File: config.mk
export PLATFORM = sky130hd
export DESIGN_NAME = icx_top
export DESIGN_NICKNAME = d
export VERILOG_FILES = /design/src/rtl/icx_pkg.sv /design/src/rtl/icx_cmd_decode.sv /design/src/rtl/icx_ipi_bank.sv /design/src/rtl/icx_tmr_bank.sv /design/src/rtl/icx_top.sv
export SDC_FILE = /design/constraint.sdc
export NUM_CORES = 1
export LEC_CHECK = 0
export ABC_AREA = 1
export BUFFER_PORTS_ARGS = -buffer_cell sky130_fd_sc_hd__buf_2
export CORE_UTILIZATION = 30
export DETAILED_ROUTE_END_ITERATION = 10
export HOLD_SLACK_MARGIN = 0.08
export MAX_ROUTING_LAYER = met4
export PLACE_DENSITY_LB_ADDON = 0.05
export SYNTH_ARGS = -nofsm -noshare
export SYNTH_HDL_FRONTEND = slang
export SYNTH_HIERARCHICAL = 1
export SYNTH_SLANG_ARGS = --single-unit
File: constraint.sdc
create_clock -name clk -period 0.8 [get_ports clk]
set_input_delay 0.08 -clock clk [delete_from_list [all_inputs] [get_ports clk]]
set_output_delay 0.08 -clock clk [all_outputs]
set_load 0.03 [all_outputs]
File: src/rtl/icx_pkg.sv
package icx_pkg;
  localparam int unsigned FIELD_W      = 4;
  localparam int unsigned POST_LSB     = 12;
  localparam int unsigned IPI_CLR_LSB  = 8;
  localparam int unsigned TMR_CLR_LSB  = 4;
  localparam int unsigned ERR_ACK_BIT  = 28;

  typedef enum logic [2:0] {
    SEL_CTRL     = 3'd0,
    SEL_IPI_PEND = 3'd1,
    SEL_TMR_PEND = 3'd2,
    SEL_IPI_POST = 3'd3,
    SEL_FLAGS    = 3'd4
  } icx_sel_e;
endpackage

File: src/rtl/icx_cmd_decode.sv
module icx_cmd_decode
  import icx_pkg::*;
#(
  parameter int unsigned NCPU = 4,
  parameter int unsigned DW   = 32
) (
  input  logic            req_vld,
  input  logic            req_wr,
  input  logic [2:0]      req_sel,
  input  logic [DW-1:0]   req_wdata,
  output logic [NCPU-1:0] ipi_post_m,
  output logic [NCPU-1:0] ipi_clr_m,
  output logic [NCPU-1:0] tmr_clr_m,
  output logic            unsup,
  output logic            flags_rd
);
  logic wr_en;
  logic ctrl_empty;

  always_comb begin
    wr_en      = req_vld && req_wr;
    ipi_post_m = '0;
    ipi_clr_m  = '0;
    tmr_clr_m  = '0;
    unsup      = 1'b0;
    flags_rd   = req_vld && !req_wr && (req_sel == SEL_FLAGS);
    ctrl_empty = (req_wdata[POST_LSB +: FIELD_W] == '0) &&
                 (req_wdata[IPI_CLR_LSB +: FIELD_W] == '0) &&
                 (req_wdata[TMR_CLR_LSB +: FIELD_W] == '0) &&
                 !req_wdata[ERR_ACK_BIT];
    if (wr_en) begin
      case (req_sel)
        SEL_CTRL: begin
          ipi_post_m = req_wdata[POST_LSB +: NCPU];
          ipi_clr_m  = req_wdata[IPI_CLR_LSB +: NCPU];
          tmr_clr_m  = req_wdata[TMR_CLR_LSB +: NCPU];
          unsup      = ctrl_empty;
        end
        SEL_IPI_PEND: ipi_clr_m  = req_wdata[NCPU-1:0];
        SEL_TMR_PEND: tmr_clr_m  = req_wdata[NCPU-1:0];
        SEL_IPI_POST: ipi_post_m = req_wdata[NCPU-1:0];
        SEL_FLAGS:    unsup      = 1'b0;
        default:      unsup      = 1'b1;
      endcase
    end
  end
endmodule

File: src/rtl/icx_ipi_bank.sv
module icx_ipi_bank #(
  parameter int unsigned NCPU = 4
) (
  input  logic            clk,
  input  logic            rst_n,
  input  logic [NCPU-1:0] post_m,
  input  logic [NCPU-1:0] clr_m,
  output logic [NCPU-1:0] pend_q,
  output logic            warn
);
  logic [NCPU-1:0] after_post;
  logic [NCPU-1:0] pend_d;
  logic            pend_en;

  always_comb begin
    after_post = pend_q | post_m;
    pend_d     = after_post & ~clr_m;
    pend_en    = (post_m != '0) || (clr_m != '0);
    warn       = ((post_m & pend_q) != '0) || ((clr_m & ~after_post) != '0);
  end

  always_ff @(posedge clk or negedge rst_n) begin
    if (!rst_n)       pend_q <= '0;
    else if (pend_en) pend_q <= pend_d;
  end

  p_post_sets_r2: assert property (@(posedge clk) disable iff (!rst_n)
    (post_m != '0) |=> ((~pend_q & $past(post_m & ~clr_m)) == '0));

  p_clear_last_r3: assert property (@(posedge clk) disable iff (!rst_n)
    (clr_m != '0) |=> ((pend_q & $past(clr_m)) == '0));

  p_idle_hold_r8: assert property (@(posedge clk) disable iff (!rst_n)
    (post_m == '0 && clr_m == '0) |=> $stable(pend_q));
endmodule

File: src/rtl/icx_tmr_bank.sv
module icx_tmr_bank #(
  parameter int unsigned NCPU = 4
) (
  input  logic            clk,
  input  logic            rst_n,
  input  logic            tick,
  input  logic [NCPU-1:0] clr_m,
  output logic [NCPU-1:0] pend_q
);
  logic [NCPU-1:0] pend_d;
  logic            pend_en;

  always_comb begin
    pend_en = tick || (clr_m != '0);
    pend_d  = tick ? {NCPU{1'b1}} : (pend_q & ~clr_m);
  end

  always_ff @(posedge clk or negedge rst_n) begin
    if (!rst_n)       pend_q <= '0;
    else if (pend_en) pend_q <= pend_d;
  end

  p_tick_all_r5: assert property (@(posedge clk) disable iff (!rst_n)
    tick |=> (pend_q == {NCPU{1'b1}}));

  p_clear_named_r4: assert property (@(posedge clk) disable iff (!rst_n)
    (!tick && clr_m != '0) |=> ((pend_q & $past(clr_m)) == '0));

  p_others_kept_r4: assert property (@(posedge clk) disable iff (!rst_n)
    (!tick) |=> ((pend_q & ~$past(clr_m)) == ($past(pend_q) & ~$past(clr_m))));
endmodule

File: src/rtl/icx_top.sv
module icx_top
  import icx_pkg::*;
#(
  parameter int unsigned NCPU = 4,
  parameter int unsigned DW   = 32,
  localparam int unsigned CW  = (NCPU > 1) ? $clog2(NCPU) : 1
) (
  input  logic            clk,
  input  logic            rst_n,
  input  logic            req_vld,
  input  logic            req_wr,
  input  logic [2:0]      req_sel,
  input  logic [DW-1:0]   req_wdata,
  input  logic [CW-1:0]   req_cpu,
  input  logic            tick,
  output logic            rsp_vld,
  output logic [DW-1:0]   rsp_rdata,
  output logic [NCPU-1:0] ipi_irq,
  output logic [NCPU-1:0] tmr_irq
);
  logic [1:0]      rst_pipe;
  logic            rst_sync_n;
  logic [NCPU-1:0] ipi_post_m, ipi_clr_m, tmr_clr_m;
  logic            unsup, flags_rd, ipi_warn;
  logic [1:0]      flags_q, flags_d;
  logic            rd_en;
  logic [DW-1:0]   rdata_d;

  always_ff @(posedge clk or negedge rst_n) begin
    if (!rst_n) rst_pipe <= '0;
    else        rst_pipe <= {rst_pipe[0], 1'b1};
  end
  assign rst_sync_n = rst_pipe[1];

  icx_cmd_decode #(.NCPU(NCPU), .DW(DW)) u_dec (
    .req_vld    (req_vld),
    .req_wr     (req_wr),
    .req_sel    (req_sel),
    .req_wdata  (req_wdata),
    .ipi_post_m (ipi_post_m),
    .ipi_clr_m  (ipi_clr_m),
    .tmr_clr_m  (tmr_clr_m),
    .unsup      (unsup),
    .flags_rd   (flags_rd)
  );

  icx_ipi_bank #(.NCPU(NCPU)) u_ipi (
    .clk    (clk),
    .rst_n  (rst_sync_n),
    .post_m (ipi_post_m),
    .clr_m  (ipi_clr_m),
    .pend_q (ipi_irq),
    .warn   (ipi_warn)
  );

  icx_tmr_bank #(.NCPU(NCPU)) u_tmr (
    .clk    (clk),
    .rst_n  (rst_sync_n),
    .tick   (tick),
    .clr_m  (tmr_clr_m),
    .pend_q (tmr_irq)
  );

  always_comb begin
    rd_en   = req_vld && !req_wr;
    flags_d = flags_rd ? 2'b00 : (flags_q | {unsup, ipi_warn});
    rdata_d = '0;
    case (req_sel)
      SEL_CTRL:     rdata_d[CW-1:0]   = req_cpu;
      SEL_IPI_PEND: rdata_d[NCPU-1:0] = ipi_irq;
      SEL_TMR_PEND: rdata_d[NCPU-1:0] = tmr_irq;
      SEL_FLAGS:    rdata_d[1:0]      = flags_q;
      default:      rdata_d           = '0;
    endcase
  end

  always_ff @(posedge clk or negedge rst_sync_n) begin
    if (!rst_sync_n) begin
      flags_q   <= '0;
      rsp_vld   <= 1'b0;
      rsp_rdata <= '0;
    end else begin
      flags_q <= flags_d;
      rsp_vld <= rd_en;
      if (rd_en) rsp_rdata <= rdata_d;
    end
  end

  p_rsp_next_r6: assert property (@(posedge clk) disable iff (!rst_sync_n)
    rd_en |=> rsp_vld);

  p_rsp_only_read_r6: assert property (@(posedge clk) disable iff (!rst_sync_n)
    !rd_en |=> !rsp_vld);

  p_flags_cleared_r8: assert property (@(posedge clk) disable iff (!rst_sync_n)
    flags_rd |=> (flags_q == 2'b00));

  p_unsup_sticky_r9: assert property (@(posedge clk) disable iff (!rst_sync_n)
    unsup |=> flags_q[1]);
endmodule

==> results.md, run 1 <==
Pwr:
- The largest vdd supply drop is 0.00103 V.
- The internal portion of total power is 2.03 mW.
- The share of total power dissipated in the clock network is 0.205.
- Of the total power, registers draw 0.335.
- Summed over all cells, the static leakage comes to 1.11 nW.
- Of the total power, the share spent switching nets is 0.379.
- The switching power is 1.24 mW.
- The share of total power dissipated in combinational logic is 0.460.
- The power density over the cells is 1420 nW/um2.

Route:
- The DRC violation count after routing is 0.
- The number of iterations in the first detailed-routing pass is 4.
- The total length of routed wires is 3660 um.
- The detail route stage leaves a number of antenna-violating nets equal to 0.
- The average vias per placed instance is 4.24.
- The number of vias after detailed routing is 1426.
- After detailed routing, the average wire length per cell comes to 10.9 um.
- The iteration-0 DRC count of the detailed router is 31.

Critical path:
- The critical path goes through buf_8 > nor2_4 > inv_2 > nor2_4 > nand2_1 > a21oi_2 > inv_1 > nand3_2 > nand2_1 > nor2_1 > nand2_1 > nor2_1 > nor2_1.
- The startpoint type of the worst setup path is a primary input.
- Along the worst path, the maximum fanout reaches 7.
- The slowest cell on the critical path is sky130_fd_sc_hd__nor2_4.
- The cell family contributing the most delay on the critical path is simple AND/OR/NAND/NOR gates.
- The worst setup path is captured at a flip-flop.
- Data arrives at the worst endpoint at 1.26 ns.
- The setup slack on the worst flop-to-flop path is -0.23 ns.
- The worst stage delay on the critical path is 0.18 ns.
- The combined buffer and inverter count along the critical path is 3.
- By startpoint and endpoint, the worst setup path is classified as in -> reg.
- STA puts the critical path data required time at 0.95 ns.

Timing:
- The routed design could run at a clock period as short as 1.10 ns.
- The count of endpoints failing hold in the final timing report is 0.
- Setup repair after global routing could not meet its margin everywhere.
- In the finished design, the share of the clock period the worst path needs comes to 1.38.
- Across all hold checks on the routed design, the worst slack comes to 0.123 ns.
- The worst path setup slack after routing is -0.303 ns.
- Based on the critical path, the design can be clocked at up to 0.907 GHz.
- Setup violations remaining at the end of the flow were counted as 27.
- The final setup skew is 0.00400 ns.
- The final-report max-slew violation count is 0.

Clocking:
- The count of clock tree sinks is 17.
- CTS placed an instance of sky130_fd_sc_hd__clkbuf_8 at the clock tree root.
- At the later pin of the worst-skew pair, clock insertion delay measures 0.26 ns.
- In this run the number of H-tree levels came out at 1.
- The TritonCTS clock tree is done.
- After clock tree synthesis, the clock-pin slew on the worst setup and hold paths is 0.07 ns.
- The number of clock buffers added by TritonCTS is 3.
- The clock passes through at most 2 buffers.

Yosys:
- For this run, the number of Yosys warnings is 6.
- The portion of the post-synthesis area used by sequential elements is 0.330.
- Of the total synthesized cell area, the portion taken by AND, OR, NAND and NOR gates is 0.352.
- The combined area of all synthesized cells is 1290 um2.
- The adder-cell area share of the yosys netlist is 0.
- Dividing the synthesized area by the synthesized cell count gives 6.79 um2.
- Sorting the synthesized cells by area gives the leading types as sky130_fd_sc_hd__dfrtp_1 33%, sky130_fd_sc_hd__nand2_1 17%, sky130_fd_sc_hd__buf_4 16%.
- Counting flops with a built-in enable in the synthesized netlist gives 0.
- For this run, the leading register cell type out of synthesis is sky130_fd_sc_hd__dfrtp_1.
- The fraction of post-synthesis cell area in the top cell type by area is 0.330.
- The proportion of synthesized flip-flops having asynchronous set or reset is 1.00.
- The area fraction in compound gates after synthesis came to 0.0824.
- The xor/xnor cell area share of the yosys netlist is 0.
- After synthesis, the netlist uses 19 different library cells.
- Counting flops and latches in the post-synthesis netlist gives 17.
- The combinational family with the most area after synthesis is simple AND/OR/NAND/NOR gates.
- The multiplexer share of the synthesized area is 0.
- The cell count after synthesis came out at 190.
- By count the netlist is led by 58 x sky130_fd_sc_hd__nand2_1, 28 x sky130_fd_sc_hd__buf_4, 21 x sky130_fd_sc_hd__nor2_1, 18 x sky130_fd_sc_hd__a21oi_1, 17 x sky130_fd_sc_hd__dfrtp_1.
- Among all cell types in the netlist, the one instantiated most often is sky130_fd_sc_hd__nand2_1.
- Summed over all instances, the cell type with the most area after synthesis is sky130_fd_sc_hd__dfrtp_1.

Final layout:
- For this run, the number of standard cells in the final layout without fillers is 336.
- Registers take 434 um2.
- The share of final-layout standard cells stronger than drive strength 1 is 0.535.
- The net total in the final layout is 329.
- The area growth from synthesis to layout is 78.8%.
- The antenna diode count is 0.
- The total of fill cells in the finished design is 388.
- The post-route cell area is 2310 um2.
- The multi-input combinational cells in the finished layout cover a total of 853 um2.

Global route:
- The initial antenna violation count is 0.
- The number of global-route vias before repair came to 1335.
- The total congestion overflow after global routing is 0.
- Entering global routing, the biggest net connects 16 pins.
- In the global route stage, overall resource usage came out at 0.178.
- The first global-routing pass estimated 5910 um of wire.

Placed design:
- The estimated wirelength of the detail-placed design is 2720 um.
- Once placement completed, the tool counted placed cells totaling 316.
- Routability-driven placement finished with a final weighted congestion of 0.803.
- Input and output buffers added on the ports amount to 39.
- The placed instances occupy a cell area of 1790 um2.
- The pre-CTS setup slack is -0.655 ns.

Die:
- The die outline height is 67.6 um.
- The horizontal die dimension is 67.6 um.
- The placeable core area is 4060 um2.
- The die covers 4570 um2.
- The starting density of the core is 0.318.
- The standard-cell row count is 23.
- The I/O pin count is 83.

Flow run:
- Across the run, the number of max-cap violations was 0.

Run status:
- The flow ran to the end, but the final reports show violations.
- The checks that failed: negative setup slack.

Min path:
- The tightest min-delay check is of the in -> async type.
[sequential cells by signal, indices dropped and copies added, names as in the netlist]
signal	count
u_tmr/pend_q	4
rsp_rdata	4
u_ipi/pend_q	4
rst_pipe	2
rsp_vld	1
flags_q	2
[worst paths after layout]
path,from,end,cells after the start
max,req_sel[1],flags_q[0],13
min,rst_n,rst_pipe[0],2
max reg2reg,u_ipi/pend_q[1],flags_q[0],7
min reg2reg,rst_pipe[1],u_ipi/pend_q[0],1
max in group asynchronous,rst_pipe[1],u_tmr/pend_q[2],1
min in group clk,req_cpu[1],rsp_rdata[1],5
[power by group through the flow]
stage          clock network, mW  registers [mW]  logic, mW
6_report                   0.670            1.10       1.51
5_1_grt                    0.715            1.11       1.63
2_1_floorplan                  0            1.28      0.525
3_3_place_gp                   0            1.10       1.09
3_5_place_dp                   0            1.10       1.09
4_1_cts                    0.697            1.10       1.41
[layer usage]
metal  vias up  track usage  part of all wire
met5         -            -                 0
met4         0       0.0160                 0
met3         0       0.0405             0.036
met2        37        0.292              0.53
met1       661        0.229              0.44
li1        728            -                 -
[metrics by stage]
step,TNS (ns),power [mW],utilization
after floorplan,-1.03,1.80,-
after global placement,-5.32,2.19,0.442
after detailed placement,-5.19,2.19,0.442
after CTS,-2.95,3.21,0.538
after global routing,-4.72,3.45,0.568
final,-3.23,3.27,0.568
[worst reg2reg max path: cells and delay by family (launching register included)]
| family | cells | cell delay, ns |
|---|---|---|
| flops | 1 | 0.42 |
| buf+inv | 1 | 0.08 |
| simple gates | 6 | 0.42 |
[kinds of logic after synthesis]
family | after synthesis
buf+inv | 49
flops | 17
other cells | 2
simple gates | 101
compound gates | 21
[final cells by class]
cell class,instances,area share
well taps,50,0.0271
clock inverters,1,0.00326
repair buffers,95,0.361
multi-input cells,151,0.370
inverters,19,0.0320
clock buffers,3,0.0179
flip-flops and latches,17,0.188
[repair_timing]
action | CTS | global route
buffers inserted | 14 | 4
pin swaps | 25 | 19
hold buffers | 2 | 0
gates cloned | 0 | 0
resized for setup | 69 | 25
setup endpoints to repair | 26 | 27
endpoints found under the hold margin | 6 | 0
[layout by cell type, fill, tap and decap left out, types with 3 or more instances in the layout]
master	synthesis	layout
sky130_fd_sc_hd__inv_2	3	4
sky130_fd_sc_hd__nor3_4	0	3
sky130_fd_sc_hd__buf_2	0	23
sky130_fd_sc_hd__nand2_2	0	10
sky130_fd_sc_hd__nor2_1	21	20
sky130_fd_sc_hd__dfrtp_1	17	10
sky130_fd_sc_hd__conb_1	2	29
sky130_fd_sc_hd__clkbuf_8	0	3
sky130_fd_sc_hd__a21oi_4	0	4
sky130_fd_sc_hd__buf_4	28	33
sky130_fd_sc_hd__nor2_4	2	3
sky130_fd_sc_hd__buf_6	1	32
sky130_fd_sc_hd__nand3_1	9	5
sky130_fd_sc_hd__a21oi_2	0	13
sky130_fd_sc_hd__nand3_2	3	6
sky130_fd_sc_hd__inv_1	16	14
sky130_fd_sc_hd__buf_12	0	3
sky130_fd_sc_hd__nand2_1	58	47
sky130_fd_sc_hd__dfrtp_2	0	7
Power figures use the tool's default switching activity.
==> inputs of run 2 (changes only) <==
Settings changed: CORE_UTILIZATION 30 to 42.
==> results.md, run 2 (synthesis gave the netlist of run 1 again) <==
Run status:
- The flow ran to the end, but the final reports show violations.
- The checks that failed: design-rule violations, negative setup slack.

Pwr:
- The largest vdd supply drop is 0.00117 V.
- The internal portion of total power is 1.89 mW.
- The power density over the cells is 1440 nW/um2.
- The switching power is 1.21 mW.
- The design draws 3.10 mW.
- In this run the static leakage power is 1.07 nW.
- Of the total power, combinational logic draws 0.500.
- Of the total power, the share spent switching nets is 0.390.
- The proportion of power drawn by flip-flops and latches is 0.353.
- The share of total power dissipated in the clock network is 0.147.

Clocking:
- The clock drives 17 sinks.
- The H-tree level count is 1.
- The clock transition at the register clock pins on the worst setup and hold paths after CTS is 0.10 ns.
- At the later pin of the worst-skew pair, clock insertion delay measures 0.29 ns.
- The maximum number of buffers from clock root to sink is 2.
- In this run, CTS created clock tree buffers numbering 3.
- TritonCTS built the clock tree.
- In this run the clock root is driven by a sky130_fd_sc_hd__clkbuf_4.

Critical path:
- Walking the worst path, the cells encountered are buf_8 > nor2_4 > inv_2 > nor2_4 > nand2_1 > a21oi_2 > inv_2 > nand3_2 > nand2_1 > nor2_1 > nand2_1 > nor2_1 > nor2_1.
- The worst stage delay on the critical path is 0.19 ns.
- The worst setup path is captured at a flip-flop.
- The largest driver fanout on the critical path is 6.
- The arrival time at the worst endpoint is 1.29 ns.
- The endpoint required time on the critical path is 0.98 ns.
- The launching instance or port of the critical path is req_sel[0].
- The category of the most critical setup path is in -> reg.
- The slowest cell on the critical path is sky130_fd_sc_hd__a21oi_2.
- The launch point of the worst reg-to-reg path is u_ipi/pend_q[3].
- The worst setup path is launched from a primary input.

Final layout:
- In the final layout, the registers with the most flip-flops are rsp_rdata: 4 flops, u_ipi/pend_q: 4 flops, u_tmr/pend_q: 4 flops.
- The total of fill cells in the finished design is 211.
- Of the cells placed in the final design, the portion with a size suffix greater than 1 is 0.507.
- In the layout the commonest cells are 52 x sky130_fd_sc_hd__nand2_1, 35 x sky130_fd_sc_hd__buf_4, 29 x sky130_fd_sc_hd__conb_1, 29 x sky130_fd_sc_hd__buf_6, 24 x sky130_fd_sc_hd__buf_2.
- The finished layout holds 315 standard cells, fillers aside.
- 0 antenna diodes ended up in the layout.
- The library cell used most frequently in the layout, excluding fill and tap cells, is sky130_fd_sc_hd__nand2_1.
- The net total in the final layout is 327.
- After routing the design area is 2140 um2.
- The area added between synthesis and finish is 66.2%.

Global route:
- The total congestion overflow after global routing is 0.
- Entering global routing, the biggest net connects 16 pins.
- The initial antenna violation count is 0.
- The number of global-route vias before repair is 1412.
- The first global-routing pass estimated 6070 um of wire.
- For this run, the total global-route usage over all layers was measured as 0.242.

Min path:
- In this run the worst hold path is classified as in -> reg.
- The startpoint of the lowest-slack hold path is req_cpu[1].

Placed design:
- Summing all placed instances gives a cell area of 1670 um2.
- Buffers placed on the I/O ports in this run total 39.
- The number of instances in the placed design is 287.
- At the end of routability-driven placement, the weighted congestion stood at 0.859.
- The wire-length estimate of the detail-placed layout is 2530 um.

Route:
- The iteration-0 DRC count of the detailed router is 70.
- The total length of routed wires is 3740 um.
- In the final routed layout, each cell accounts on average for 11.9 um.
- The number of nets with antenna violations after routing is 0.
- The number of iterations in the first detailed-routing pass is 8.
- The DRC violation count after routing is 6.
- The average vias per placed instance is 4.74.
- The number of vias after detailed routing is 1492.

Timing:
- Clock skew on the completed layout was measured at 0.00352 ns.
- The worst-case hold slack is 0.144 ns.
- The final sum of negative setup slack is -3.69 ns.
- Setup repair after global routing could not meet its margin everywhere.
- Setup violations remaining at the end of the flow were counted as 25.
- The count of endpoints failing hold in the final timing report is 0.
- Static timing analysis puts the maximum clock frequency at 0.897 GHz.
- The minimum clock period is 1.11 ns.
- The final-report max-slew violation count was 0.
- The worst path setup slack after routing is -0.315 ns.
- Dividing the final minimum period by the clock period gives 1.39.

Die:
- Pin placement for this block handled 83 I/O pins.
- The initialized floorplan defines 19 standard-cell rows.
- From bottom edge to top edge, the die measures 57.4 um.
- From left edge to right edge, the die measures 57.4 um.
- For this configuration, the core starts out at a cell density of 0.456.
- The area enclosed by the die boundary is 3300 um2.
- The region available for standard cell placement spans 2830 um2.

Flow run:
- The number of max-cap violations is 0.
[run 2: power groups by stage]
stage | Combinational (mW) | Sequential [mW] | Clock [mW]
after global placement | 1.04 | 1.10 | 0
after detailed placement | 1.04 | 1.10 | 0
after floorplan | 0.525 | 1.28 | 0
after global routing | 1.65 | 1.11 | 0.512
after CTS | 1.40 | 1.08 | 0.477
final | 1.55 | 1.09 | 0.456
[run 2: path summary, 6_finish.rpt]
kind                                    to  slack [ns]  cells after the start
max in group asynchronous      rst_pipe[0]        0.02                      3
max                             flags_q[0]       -0.31                     13
min in group asynchronous  u_tmr/pend_q[0]        0.18                      1
min                           rsp_rdata[1]        0.14                      5
max reg2reg                     flags_q[0]       -0.30                      7
min reg2reg                u_tmr/pend_q[0]        0.18                      1
[run 2: routing by layer]
layer,up-vias,track usage,wire length (um)
met4,0,0.0418,58
met1,685,0.309,1650
li1,729,-,-
met5,-,-,0
met2,68,0.407,1810
met3,10,0.0431,225
[run 2: through the flow]
| stage | worst slack [ns] | utilization |
|---|---|---|
| global placement | -0.661 | 0.590 |
| floorplan | -0.373 | - |
| detailed placement | -0.680 | 0.590 |
| global route | -0.392 | 0.758 |
| finish | -0.315 | 0.758 |
| CTS | -0.286 | 0.730 |
[run 2: final cells by class]
type / count / area (um2) / share of cell area
multi-input cells: 151 / 803 / 0.375
flip-flops and latches: 17 / 434 / 0.202
repair buffers: 93 / 769 / 0.359
inverters: 19 / 71.3 / 0.0333
well taps: 31 / 38.8 / 0.0181
clock inverters: 1 / 5.00 / 0.00233
clock buffers: 3 / 22.5 / 0.0105
[run 2: timing repair]
item                                    in CTS  in global routing
gates cloned                                 0                  0
hold buffers                                 3                  0
pin swaps                                   28                 26
endpoints found under the setup margin      26                 25
buffers inserted                            16                  9
resized for setup                           63                 17
hold endpoints to repair                     6                  0
[run 2: worst max-delay path, delay by kind of cell]
kind	cells	cell delay, ns
and+or+nand+nor	9	0.78
buffers and inverters	3	0.24
AOI/OAI and AO/OA	1	0.19
